<file path="src/rtl/adcseq_pkg.sv">
package adcseq_pkg;

    typedef enum logic [2:0] {
        ST_IDLE_RST = 3'd0,
        ST_HOLD     = 3'd1,
        ST_PEND     = 3'd2,
        ST_CONV     = 3'd3,
        ST_DONE     = 3'd4
    } seq_state_e;

    localparam logic ADDR_CTRL = 1'b0;
    localparam logic ADDR_PINS = 1'b1;

    // Channel field to multiplexer input, with aliased codes.
    function automatic logic [2:0] chan_route(input logic [2:0] code);
        logic [2:0] idx;
        case (code)
            3'd0, 3'd1, 3'd2, 3'd3: idx = code;
            3'd4, 3'd5, 3'd6:       idx = 3'd4;
            default:                idx = 3'd3;
        endcase
        return idx;
    endfunction

endpackage

</file>
<file path="src/rtl/adcseq_regs.sv">
module adcseq_regs #(
    parameter int NPIN = 5
) (
    input  logic            clk,
    input  logic            rst_n,
    input  logic            bus_wr,
    input  logic            bus_addr,
    input  logic [7:0]      bus_wdata,
    input  logic            busy,
    output logic [7:0]      bus_rdata,
    output logic            start_q,
    output logic [2:0]      chan_q,
    output logic [NPIN-1:0] pins_q,
    output logic            start_rise,
    output logic            start_fall
);
    import adcseq_pkg::*;

    localparam int PAD_W = 8 - NPIN;

    logic wr_ctrl;
    logic wr_pins;

    assign wr_ctrl    = bus_wr && (bus_addr == ADDR_CTRL);
    assign wr_pins    = bus_wr && (bus_addr == ADDR_PINS);
    assign start_rise = wr_ctrl &&  bus_wdata[7] && !start_q;
    assign start_fall = wr_ctrl && !bus_wdata[7] &&  start_q;

    always_ff @(posedge clk or negedge rst_n) begin
        if (!rst_n) begin
            start_q <= 1'b0;
            chan_q  <= 3'd0;
        end else if (wr_ctrl) begin
            start_q <= bus_wdata[7];
            chan_q  <= bus_wdata[2:0];
        end
    end

    always_ff @(posedge clk or negedge rst_n) begin
        if (!rst_n) begin
            pins_q <= '0;
        end else if (wr_pins) begin
            pins_q <= bus_wdata[NPIN-1:0];
        end
    end

    always_comb begin
        if (bus_addr == ADDR_CTRL) begin
            bus_rdata = {start_q, busy, 3'b000, chan_q};
        end else begin
            bus_rdata = {{PAD_W{1'b0}}, pins_q};
        end
    end

endmodule

</file>
<file path="src/rtl/adcseq_fsm.sv">
module adcseq_fsm (
    input  logic clk,
    input  logic rst_n,
    input  logic start_rise,
    input  logic start_fall,
    input  logic pwr_on,
    input  logic last_cycle,
    output logic busy,
    output logic conv_run,
    output logic finish
);
    import adcseq_pkg::*;

    seq_state_e state_q;
    seq_state_e state_d;

    // Next-state logic
    always_comb begin
        state_d = state_q;
        if (start_rise) begin
            state_d = ST_HOLD;
        end else begin
            unique case (state_q)
                ST_IDLE_RST: state_d = ST_IDLE_RST;
                ST_HOLD: begin
                    if (start_fall) state_d = pwr_on ? ST_CONV : ST_PEND;
                end
                ST_PEND: begin
                    if (pwr_on) state_d = ST_CONV;
                end
                ST_CONV: begin
                    if (!pwr_on)         state_d = ST_PEND;
                    else if (last_cycle) state_d = ST_DONE;
                end
                ST_DONE: state_d = ST_DONE;
                default: state_d = ST_IDLE_RST;
            endcase
        end
    end

    // State register
    always_ff @(posedge clk or negedge rst_n) begin
        if (!rst_n) state_q <= ST_IDLE_RST;
        else        state_q <= state_d;
    end

    // Outputs
    always_comb begin
        busy     = 1'b1;
        conv_run = 1'b0;
        finish   = 1'b0;
        unique case (state_q)
            ST_IDLE_RST, ST_HOLD, ST_PEND: begin
                busy = 1'b1;
            end
            ST_CONV: begin
                conv_run = 1'b1;
                finish   = pwr_on && last_cycle && !start_rise;
            end
            ST_DONE: begin
                busy = 1'b0;
            end
            default: begin
                busy = 1'b1;
            end
        endcase
    end

endmodule

</file>
<file path="src/rtl/adcseq_conv.sv">
module adcseq_conv #(
    parameter int CONV_CYCLES = 16,
    parameter int RES_W       = 10
) (
    input  logic             clk,
    input  logic             rst_n,
    input  logic             conv_run,
    input  logic             finish,
    input  logic [RES_W-1:0] sample_in,
    output logic             last_cycle,
    output logic [RES_W-1:0] result_q
);
    localparam int CNT_W = (CONV_CYCLES > 2) ? $clog2(CONV_CYCLES) : 1;
    localparam logic [CNT_W-1:0] LAST = CNT_W'(CONV_CYCLES - 1);

    logic [CNT_W-1:0] cnt_q;

    assign last_cycle = (cnt_q == LAST);

    // The count restarts whenever the sequencer leaves the converting state.
    always_ff @(posedge clk or negedge rst_n) begin
        if (!rst_n) begin
            cnt_q <= '0;
        end else if (!conv_run || finish) begin
            cnt_q <= '0;
        end else if (!last_cycle) begin
            cnt_q <= cnt_q + 1'b1;
        end
    end

    always_ff @(posedge clk or negedge rst_n) begin
        if (!rst_n)      result_q <= '0;
        else if (finish) result_q <= sample_in;
    end

endmodule

</file>
<file path="src/rtl/adcseq_top.sv">
module adcseq_top #(
    parameter int NPIN        = 5,
    parameter int CONV_CYCLES = 16,
    parameter int RES_W       = 10
) (
    input  logic             clk,
    input  logic             rst_n,
    input  logic             bus_wr,
    input  logic             bus_addr,
    input  logic [7:0]       bus_wdata,
    output logic [7:0]       bus_rdata,
    input  logic [RES_W-1:0] sample_in,
    output logic [RES_W-1:0] conv_result,
    output logic [2:0]       mux_sel,
    output logic [NPIN-1:0]  ana_en,
    output logic             conv_pwr_en
);
    import adcseq_pkg::*;

    logic            start_q;
    logic [2:0]      chan_q;
    logic [NPIN-1:0] pins_q;
    logic            start_rise;
    logic            start_fall;
    logic            busy;
    logic            conv_run;
    logic            finish;
    logic            last_cycle;
    logic            pwr_on;

    assign pwr_on      = |pins_q;
    assign conv_pwr_en = pwr_on;
    assign ana_en      = pins_q;
    assign mux_sel     = chan_route(chan_q);

    adcseq_regs #(.NPIN(NPIN)) regs_i (
        .clk       (clk),
        .rst_n     (rst_n),
        .bus_wr    (bus_wr),
        .bus_addr  (bus_addr),
        .bus_wdata (bus_wdata),
        .busy      (busy),
        .bus_rdata (bus_rdata),
        .start_q   (start_q),
        .chan_q    (chan_q),
        .pins_q    (pins_q),
        .start_rise(start_rise),
        .start_fall(start_fall)
    );

    adcseq_fsm fsm_i (
        .clk       (clk),
        .rst_n     (rst_n),
        .start_rise(start_rise),
        .start_fall(start_fall),
        .pwr_on    (pwr_on),
        .last_cycle(last_cycle),
        .busy      (busy),
        .conv_run  (conv_run),
        .finish    (finish)
    );

    adcseq_conv #(.CONV_CYCLES(CONV_CYCLES), .RES_W(RES_W)) conv_i (
        .clk       (clk),
        .rst_n     (rst_n),
        .conv_run  (conv_run),
        .finish    (finish),
        .sample_in (sample_in),
        .last_cycle(last_cycle),
        .result_q  (conv_result)
    );

endmodule

</file>
<file path="config.mk">
export PLATFORM = sky130hd
export DESIGN_NAME = adcseq_top
export DESIGN_NICKNAME = d
export VERILOG_FILES = /design/src/rtl/adcseq_pkg.sv /design/src/rtl/adcseq_regs.sv /design/src/rtl/adcseq_fsm.sv /design/src/rtl/adcseq_conv.sv /design/src/rtl/adcseq_top.sv
export SDC_FILE = /design/constraint.sdc
export NUM_CORES = 1
export LEC_CHECK = 0
export ABC_AREA = 1
export BUFFER_PORTS_ARGS = -buffer_cell sky130_fd_sc_hd__buf_2
export CORE_MARGIN = 3
export CORE_UTILIZATION = 43
export DETAILED_ROUTE_END_ITERATION = 10
export PLACE_DENSITY_LB_ADDON = 0.3
export SETUP_SLACK_MARGIN = 0.5
export SYNTH_ARGS = -nofsm -noshare
export SYNTH_HDL_FRONTEND = slang
export SYNTH_SLANG_ARGS = --single-unit
</file>
<file path="constraint.sdc">
create_clock -name clk -period 1.4 [get_ports clk]
set_clock_uncertainty 0.1 [all_clocks]
set_input_delay 0.21 -clock clk [delete_from_list [all_inputs] [get_ports clk]]
set_output_delay 0.21 -clock clk [all_outputs]
set_load 0.05 [all_outputs]
</file>
# Yosys cells after proc, flatten, opt, wreduce, memory -nomap -nowiden
# Index checks and enable logic that the tools add are counted.
# word_totals
regBits	26
latchBits	0
ramBits	0
rom_bits	0
out_inout_bits	27
elab_cells	55
memories	0
# op_classes
n_addsub	1
n_mul	0
div	0
order_cmp	0
eq_ne	15
shift	0
n_mux	14
n_bitwise	1
n_reduce_logical	18
# op_table
operator	n
$mux 3	5
$eq 3x2->1 const B	4
$eq 3x3->1 const B	4
$pmux 3 s4	1
$logic_and 1x1->1	8
$mux 4	2
$mux 8	1
$eq 3x1->1 const B	2
$ne 3x1->1 const B	2
$pmux 3 s2	1
$reduce_or 5->1	1
$add 4x1->4 const B	1
$eq 4x4->1 const B	1
$logic_not 1->1	4
$mux 1	4
$ne 4x3->1 const B	1
$reduce_or 4->1	1
$logic_not 3->1	1
$reduce_and 3->1	1
$reduce_or 3->1	1
$ne 2x1->1 const B	1
$logic_or 1x1->1	1
$not 1->1	1

# Logic depth before layout (Yosys ltp)
# Gate-level depths: netlist of the first run.
# logic_depth
word_depth	9
ltp_mapped	8

# Modules after synthesis
# A second synthesis of the first run with hierarchy kept.
# unflattened
cells_unflattened	188
hier_area_um2	1366.3
# modules_own_cells
mod	n_inst	cells_each	area_per_inst_um2
adcseq_conv	1	72	609.3
adcseq_regs	1	64	454.2
adcseq_fsm	1	43	257.7
adcseq_top	1	9	45.0

# Least setup slack after synthesis of the first run
# No wires, ideal clock.
# synth_timing
kind	input to output
start	input bus_addr
end	output bus_rdata[0]
arrival_ns	1.504
required_ns	1.090
setup_slack_ns	-0.414
cell_stages	2
path_buffers	1
cell_sequence	clkbuf_1 o21ai_0
# synth_between
elab_chain_len	1
# synth_lines
item	line_no	source
from (decl)	adcseq_top.sv:9	input logic bus_addr,
$mux 8	adcseq_regs.sv:48	if (bus_addr == ADDR_CTRL) begin
to (decl)	adcseq_top.sv:11	output logic [7:0] bus_rdata,
# No other way between the ends.

# Worst setup path in the final report of the first run
# layout_timing
start	register fsm_i.state_q[2]
end	output bus_rdata[6]
# layout_between
elab_chain_len	3
# layout_lines
item	line_no	source
from (decl)	adcseq_fsm.sv:14	seq_state_e state_q;
from (signal assigned)	adcseq_fsm.sv:44	else state_q <= state_d;
$eq 3x3->1	adcseq_fsm.sv:52	unique case (state_q)
$mux 1	adcseq_fsm.sv:52	
$mux 8	adcseq_regs.sv:48	
# No other way between the ends.

==> flow_summary.json, run 1 <==
{
  "status": "finished with violations",
  "violations": "hold timing, setup timing",
  "drc": 0,
  "fin_hold_ws_ns": -0.237,
  "irDropWorstVdd_mv": 0.795,
  "seqPwrFrac_pct": 34.2,
  "swShare_pct": 42.4,
  "die_area_sq_um": 3860,
  "synth.most_common_cell": "nand2_1",
  "rr_worst_depth": 6,
  "combPwrFrac_pct": 54.5,
  "seq_area_frac_synth_pct": 48.1,
  "root_buffer": "clkbuf_4",
  "fmax_ghz": 0.650,
  "rsz0062_at_grt": "yes",
  "cts_max_level": 1,
  "synth_seq_cells": 26,
  "cts_inserted_buffers": 3,
  "place.gp.congestion": 0.814,
  "grt_pass1_wl_mm": 6.69,
  "power.density_nw_per_um2": 1130,
  "dr.pass1.iters": 4,
  "nets": 268,
  "multi_input_comb_area_sq_um": 853,
  "switchingPower_uw": 1220,
  "drive_gt1_share_pct": 71.3,
  "slew_viol_final": 0,
  "clockBufferDepth": 2,
  "worst_slack_ns": -0.138,
  "cts_tree": "done",
  "drtAntennaViolNets": 0,
  "dr_total_vias": 1426,
  "async_flop_share_pct": 100,
  "die_h_um": 62.1,
  "synth_fa_ha_area_share_pct": 0.924,
  "coreArea_sq_um": 2880,
  "rows": 19,
  "initial_core_util_pct": 47.1,
  "synth.top_cell.area_share_pct": 48.1,
  "grt_util_met1_pct": 22.2,
  "io-pin-count": 49,
  "drt-initial-drc-count": 39,
  "routed_wl_mm": 4.78,
  "yosys.area.top_type": "dfrtp_1",
  "grt-busiest-layer": "met2",
  "seq_area_sq_um": 673,
  "r2r-start": "conv_i.cnt_q[0]",
  "p_total_uw": 2880,
  "grt_pass1_vias": 1501,
  "routedWlPerCell_um": 16.7,
  "timing.slew.headroom_pct": 62.2,
  "holdCritPathClass": "in -> async",
  "syn_avg_cell_area_sq_um": 8.51,
  "min_period_over_period_pct": 110,
  "grt_use_met2_pct": 40.7,
  "grt_max_degree": 27,
  "p_leak_uw": 0.00121,
  "antenna_found_initial": 1,
  "p_int_uw": 1660,
  "synth_xor_area_share_pct": 0.647,
  "clkTransAtPathRegs_ns": 0.14,
  "reg2reg_to": "conv_i.cnt_q[1]",
  "max-cap-violations": 0,
  "synth-main-ff-cell": "dfrtp_1",
  "synth_common_cells": "nand2_1, dfrtp_1, inv_1",
  "slowest_stage": "dfrtp_1",
  "yosysUniqueCellTypes": 22,
  "vias_per_cell": 4.97,
  "synth_area_leaders": "dfrtp_1, nand2_1, inv_1, o21ai_2, nor2_1",
  "yosys.area_share.simple_pct": 23.6,
  "crit_type": "reg -> out",
  "synth_top_family_by_area": "simple AND/OR/NAND/NOR gates",
  "synthesis.nets": 182,
  "crit_chain": "inv_2 > nor3_4 > nor2_2 > buf_6",
  "clock_latency_ns": 0.31,
  "synth-edff-count": 0,
  "setup_viol_count_final": 23,
  "fillCellCount": 114,
  "r2r_setup_slack_ns": -0.13,
  "finalHoldViolCount": 26,
  "die_w_um": 62.1,
  "clock_sinks": 26,
  "muxShareOfSynthArea_pct": 3.33,
  "worst_pin_slew_ns": 0.568,
  "finalCriticalPeriod_ns": 1.54,
  "syn_to_final_growth_pct": 88.7,
  "cp_data_arrival_time_ns": 1.23,
  "grt_overflow": 0,
  "p_clk_share_pct": 11.3,
  "grt_use_met3_pct": 4.68,
  "grt_use_total_pct": 21.5,
  "critPathMaxFanout": 2,
  "synth_compound_area_share_pct": 13.5,
  "endpoint_kind": "output port",
  "port_buffers": 45,
  "cpPeakStageDelay_ns": 0.41,
  "hpwl_mm": 2.28,
  "worstPathRequired_ns": 1.09,
  "yosysWarnings": 0,
  "synth_area_sq_um": 1350,
  "cp-start-kind": "flip-flop",
  "syn_inst": 159
}
[layout make-up]
class | count | share of cell area, %
well taps | 42 | 2.06
flip-flops and latches | 26 | 26.3
clock buffers | 4 | 1.03
repair buffers | 85 | 32.7
inverters | 26 | 4.41
multi-input cells | 103 | 33.4
diodes | 1 | 0.0979
[metrics by stage]
stage	setup slack [ns]	TNS (ns)	std cells	util, %	cell area, sq um
6_report	-0.138	-2.01	287	88.8	2550
5_1_grt	-0.222	-3.86	287	88.8	2550
4_1_cts	-0.0990	-0.650	271	77.7	2230
3_5_place_dp	-0.00880	-0.0590	250	61.8	1780
3_3_place_gp	0.0236	0	250	61.8	1780
2_1_floorplan	-0.0720	-0.965	159	-	1460
[metal layers]
layer / routed length (um) / vias to the layer above
li1: - / 668
met1: 1770 / 683
met2: 2600 / 55
met3: 223 / 20
met4: 190 / 0
met5: 0 / -
[how the worst max path moves through the flow]
stage	startpoint	end	slack [ns]
floorplan	regs_i.pins_q[2]	conv_i.result_q[0]	-0.07
global placement	conv_i.cnt_q[0]	conv_i.result_q[8]	0.02
detailed placement	conv_i.cnt_q[1]	conv_i.result_q[8]	-0.009
CTS	regs_i.pins_q[3]	conv_pwr_en	-0.1
global route	fsm_i.state_q[2]	bus_rdata[6]	-0.22
finish	fsm_i.state_q[2]	bus_rdata[6]	-0.14
[sequential cells by signal, indices dropped and copies added, names as in the netlist]
name / flops
conv_i.cnt_q: 4
regs_i.pins_q: 5
conv_i.result_q: 10
regs_i.start_q: 1
fsm_i.state_q: 3
regs_i.chan_q: 3
[cells by family after synthesis]
kind of cell,count (synthesis)
buf+inv,30
mux,4
other cells,1
flops,26
compound gates,28
simple gates,68
fa+ha+maj,1
xor+xnor,1
[power groups by stage]
stage | clock (uW) | combinational [uW] | sequential, uW
6_report | 326 | 1570 | 983
2_1_floorplan | 0 | 615 | 1020
4_1_cts | 343 | 1310 | 958
3_3_place_gp | 0 | 904 | 944
3_5_place_dp | 0 | 938 | 953
5_1_grt | 375 | 1670 | 997
[layout by cell type, fill, tap and decap left out, drive strengths merged, types with 2 or more instances in the layout]
cell,instances
a21oi,7
buf,80
clkbuf,5
clkinvlp,2
dfrtp,26
dlygate4sd3,4
inv,24
mux2,4
nand2,32
nand3,10
nor2,22
nor3,3
o21ai,20
[worst max-delay path: cells and delay by family (launching register included)]
family	cells	cell delay, ns
buffers and inverters	2	0.23
flip-flops	1	0.41
AND/OR/NAND/NOR	2	0.28
[repair_timing]
action                                 in CTS  in global routing
endpoints found under the hold margin      26                 32
gates resized for setup                    86                 53
buffers inserted                           16                 10
gates cloned                                1                  1
pin swaps                                  10                 14
setup endpoints to repair                  49                 50
(Power assumes the default switching activity.)
==> run 2: changes to the inputs <==
Settings changed: CORE_UTILIZATION 43 to 30.
==> flow_summary.json, run 2 (synthesized netlist as in run 1, its figures left out) <==
{
  "drtAntennaViolNets": 0,
  "crit_type": "reg -> out",
  "swShare_pct": 36.6,
  "nets": 258,
  "antenna_found_initial": 0,
  "seqPwrFrac_pct": 33.4,
  "worstPathRequired_ns": 1.09,
  "port_buffers": 45,
  "pre_cts_slack_ns": 0.00106,
  "setup_viol_count_final": 3,
  "grt_max_degree": 16,
  "drive_gt1_share_pct": 68.4,
  "status": "finished with violations",
  "root_buffer": "clkbuf_8",
  "dr_total_vias": 1262,
  "clock_sinks": 26,
  "grt_use_met2_pct": 21.5,
  "clockBufferDepth": 2,
  "regMostFlops": "conv_i.result_q",
  "grt_util_met1_pct": 15.6,
  "cp-start-kind": "flip-flop",
  "die_area_sq_um": 5350,
  "cts_inserted_buffers": 3,
  "syn_to_final_growth_pct": 74.6,
  "fin_cells": 284,
  "fmax_ghz": 0.697,
  "rows": 23,
  "final_common_cell": "buf_4",
  "grt_use_met3_pct": 3.44,
  "hpwl_mm": 2.20,
  "grt_pass1_wl_mm": 5.38,
  "initial_core_util_pct": 32.4,
  "combPwrFrac_pct": 44.7,
  "grt_pass1_vias": 1223,
  "finalCriticalPeriod_ns": 1.43,
  "worst_slack_ns": -0.0340,
  "routed_wl_mm": 3.25,
  "dr.pass1.iters": 5,
  "utilization_pct": 56.6,
  "place.gp.congestion": 0.736,
  "power.density_nw_per_um2": 1190,
  "die_w_um": 73.2,
  "max-cap-violations": 0,
  "drt-initial-drc-count": 85,
  "irDropWorstVdd_mv": 0.532,
  "coreArea_sq_um": 4170,
  "clock_latency_ns": 0.27,
  "fin_hold_ws_ns": 0.0636,
  "grt_use_total_pct": 12.7,
  "clkTransAtPathRegs_ns": 0.09,
  "p_leak_uw": 0.00113,
  "slew_viol_final": 0,
  "cts_tree": "done",
  "biggestRegsByFlops": "conv_i.result_q (10), regs_i.pins_q (5), conv_i.cnt_q (4)",
  "finalHoldViolCount": 0,
  "design_area_sq_um": 2360,
  "grt-busiest-layer": "met2",
  "holdCritPathClass": "in -> reg",
  "die_h_um": 73.2,
  "p_clk_share_pct": 21.9,
  "cts_max_level": 1,
  "endpoint_kind": "output port",
  "p_int_uw": 1790,
  "mostFrequentLayoutCells": "buf_4, buf_6, nand2_1",
  "cp_data_arrival_time_ns": 1.12,
  "violations": "setup timing",
  "rsz0062_at_grt": "yes",
  "switchingPower_uw": 1030,
  "largest_reg_flops": 10,
  "grt_overflow": 0,
  "critPathMaxFanout": 4,
  "antenna_cells": 0,
  "fillCellCount": 351,
  "drc": 0,
  "placed_cells": 260,
  "placed_cell_area_sq_um": 1820,
  "io-pin-count": 49,
  "vias_per_cell": 4.44,
  "min_period_over_period_pct": 102,
  "routedWlPerCell_um": 11.4
}
## run 2: routing by layer
| layer | up-vias | wire, um |
|---|---|---|
| met5 | - | 0 |
| met4 | 0 | 30 |
| met3 | 4 | 174 |
| met2 | 28 | 1620 |
| met1 | 580 | 1420 |
| li1 | 650 | - |
## run 2: critical path, stage by stage, from the launching register on
cell	delay (ns)
dfrtp_2	0.44
nor2_4	0.16
nand3_4	0.10
buf_8	0.16
## run 2: area by class of cell
cell class	instances	area, sq um	area share, %
inverter	26	110	4.66
timing repair buffer	75	693	29.3
clock buffer	3	41.3	1.75
tap	50	62.6	2.65
clock inverter	1	30.0	1.27
sequential	26	671	28.4
multi-input combinational	103	756	32.0
## run 2: final timing paths
path	depth (start not counted)	slack (ns)	end	start
worst max-delay path	3	-0.03	conv_pwr_en	regs_i.pins_q[2]
min in group asynchronous	2	0.24	regs_i.pins_q[2]	rst_n
worst max register to register	7	0.01	conv_i.result_q[4]	conv_i.cnt_q[1]
worst min-delay path	3	0.06	conv_i.result_q[2]	sample_in[2]
worst min register to register	2	0.41	conv_i.result_q[8]	conv_i.result_q[8]
max in group asynchronous	3	0.62	conv_i.result_q[1]	rst_n
## run 2: stage by stage
step | TNS [ns] | total power (uW)
2_1_floorplan | -0.965 | 1630
3_3_place_gp | 0 | 1880
3_5_place_dp | 0 | 1890
4_1_cts | -0.215 | 2720
5_1_grt | -1.09 | 3000
6_report | -0.0582 | 2820
## run 2: power by group through the flow
stage	registers [uW]	logic [uW]	clock network, uW
finish	944	1260	618
global route	958	1380	665
CTS	942	1120	650
detailed placement	953	935	0
global placement	949	932	0
floorplan	1020	615	0
## run 2: what timing repair did
action | 4_1_cts | 5_1_grt
resized for setup | 64 | 38
setup endpoints to repair | 48 | 64
hold buffers | 1 | 0
setup buffers | 12 | 6
pin swaps | 10 | 4
gates cloned | 1 | 0
hold endpoints to repair | 12 | 0
==> run 3: changes to the inputs <==
Settings changed: CORE_UTILIZATION 30 to 43, REMOVE_ABC_BUFFERS from default to 1.
==> flow_summary.json, run 3 (synthesized netlist as in run 1, its figures left out) <==
{
  "status": "finished with violations",
  "violations": "hold timing, setup timing",
  "dr.pass1.iters": 4,
  "cts_max_level": 1,
  "grt_pass1_vias": 1463,
  "worst_slack_ns": -0.168,
  "worst_pin_slew_ns": 0.590,
  "hpwl_mm": 2.25,
  "worstPathRequired_ns": 1.09,
  "grt_max_degree": 27,
  "drt-initial-drc-count": 60,
  "seqPwrFrac_pct": 34.5,
  "fmax_ghz": 0.638,
  "final_common_cell": "buf_6",
  "routed_wl_mm": 4.43,
  "p_int_uw": 1590,
  "cpPeakStageDelay_ns": 0.44,
  "crit_buf_inv": 1,
  "clock_sinks": 26,
  "syn_to_final_growth_pct": 78.8,
  "mostFrequentLayoutCells": "buf_6, dfrtp_1, buf_4",
  "clockBufferDepth": 2,
  "grt_use_total_pct": 21.3,
  "dr_total_vias": 1459,
  "cts_inserted_buffers": 3,
  "finalCriticalPeriod_ns": 1.57,
  "nets": 269,
  "drtAntennaViolNets": 0,
  "regMostFlops": "conv_i.result_q",
  "initial_core_util_pct": 47.1,
  "cp-start-kind": "flip-flop",
  "combPwrFrac_pct": 50.8,
  "rows": 19,
  "max-cap-violations": 0,
  "seq_area_sq_um": 654,
  "drive_gt1_share_pct": 62.9,
  "rsz0062_at_grt": "yes",
  "timing.slew.headroom_pct": 60.6,
  "vias_per_cell": 5.08,
  "holdCritPathClass": "in -> async",
  "grt_overflow": 0,
  "slew_viol_final": 0,
  "p_leak_uw": 0.00123,
  "critPathMaxFanout": 2,
  "port_buffers": 45,
  "place.gp.congestion": 0.811,
  "slowest_stage": "dfrtp_1",
  "routedWlPerCell_um": 15.4,
  "p_clk_share_pct": 14.7,
  "antenna_found_initial": 0,
  "finalHoldViolCount": 28,
  "die_h_um": 62.1,
  "min_period_over_period_pct": 112,
  "biggestRegsByFlops": "conv_i.result_q (10), regs_i.pins_q (5), conv_i.cnt_q (4)",
  "power.density_nw_per_um2": 1120,
  "multi_input_comb_area_sq_um": 751,
  "cp_data_arrival_time_ns": 1.26,
  "crit_type": "reg -> out",
  "root_buffer": "clkbuf_4",
  "clock_latency_ns": 0.34,
  "rr_worst_depth": 8,
  "setup_tns_ns": -3.12,
  "switchingPower_uw": 1120,
  "drc": 0,
  "cts_tree": "done",
  "crit_chain": "nor2_2 > nand3_2 > buf_6",
  "die_area_sq_um": 3860,
  "path_delay_family": "flip-flops",
  "irDropWorstVdd_mv": 0.725,
  "grt_pass1_wl_mm": 6.53,
  "fin_cells": 287,
  "setup_viol_count_final": 29,
  "io-pin-count": 49,
  "fin_hold_ws_ns": -0.254,
  "placed_cells": 248,
  "swShare_pct": 41.3,
  "p_total_uw": 2710,
  "die_w_um": 62.1,
  "clkTransAtPathRegs_ns": 0.15,
  "cp.depth": 3,
  "antenna_cells": 0,
  "coreArea_sq_um": 2880,
  "endpoint_kind": "output port",
  "fillCellCount": 142,
  "largest_reg_flops": 10
}
-- run 3: what timing repair did --
action | in CTS | in global routing
setup buffers | 14 | 12
gates cloned | 1 | 1
setup endpoints to repair | 46 | 51
endpoints found under the hold margin | 32 | 30
resized for setup | 91 | 46
hold buffers | 5 | 2
pin swaps | 8 | 5
-- run 3: cell type report --
class,count,share of cell area [%]
well taps,42,2.17
inverters,26,4.03
multi-input cells,103,31.0
repair buffers,86,34.3
clock buffers,4,1.50
flip-flops and latches,26,27.0
-- run 3: worst paths after layout --
check,start,end,slack (ns)
max,regs_i.pins_q[2],conv_pwr_en,-0.17
min,rst_n,regs_i.chan_q[1],-0.25
max reg2reg,regs_i.pins_q[2],conv_i.result_q[3],-0.15
min reg2reg,conv_i.result_q[3],conv_i.result_q[3],0.44
max in group asynchronous,rst_n,regs_i.pins_q[3],1.04
min in group clk,bus_wdata[3],regs_i.pins_q[3],-0.01
-- run 3: power groups by stage --
stage | clock, uW | combinational (uW) | sequential, uW
after floorplan | 0 | 550 | 998
after global placement | 0 | 834 | 926
after detailed placement | 0 | 867 | 934
after CTS | 396 | 1160 | 927
after global routing | 432 | 1460 | 946
final | 398 | 1380 | 936
-- run 3: metrics by stage --
step	hold WS (ns)	cell area (sq um)	worst slack [ns]	utilization (%)
2_1_floorplan	-0.186	1320	-0.542	-
3_3_place_gp	0.128	1660	0.0141	57.5
4_1_cts	-0.228	2150	-0.117	74.7
6_report	-0.254	2420	-0.168	84.2
3_5_place_dp	0.145	1660	-0.0273	57.5
5_1_grt	-0.216	2420	-0.215	84.2
-- run 3: per-layer routing --
metal	global-route usage (%)	share of wire, %	vias up
met2	37.4	52	68
met5	0	0	-
met1	22.7	37	697
met4	15.2	5.7	0
li1	-	-	673
met3	4.14	5.5	21
-- run 3: worst register-to-register path, delay by kind of cell, from the launching register on --
family / cells / cell delay [ns]
compound gates: 1 / 0.05
buf+inv: 3 / 0.44
flops: 1 / 0.44
simple gates: 4 / 0.46
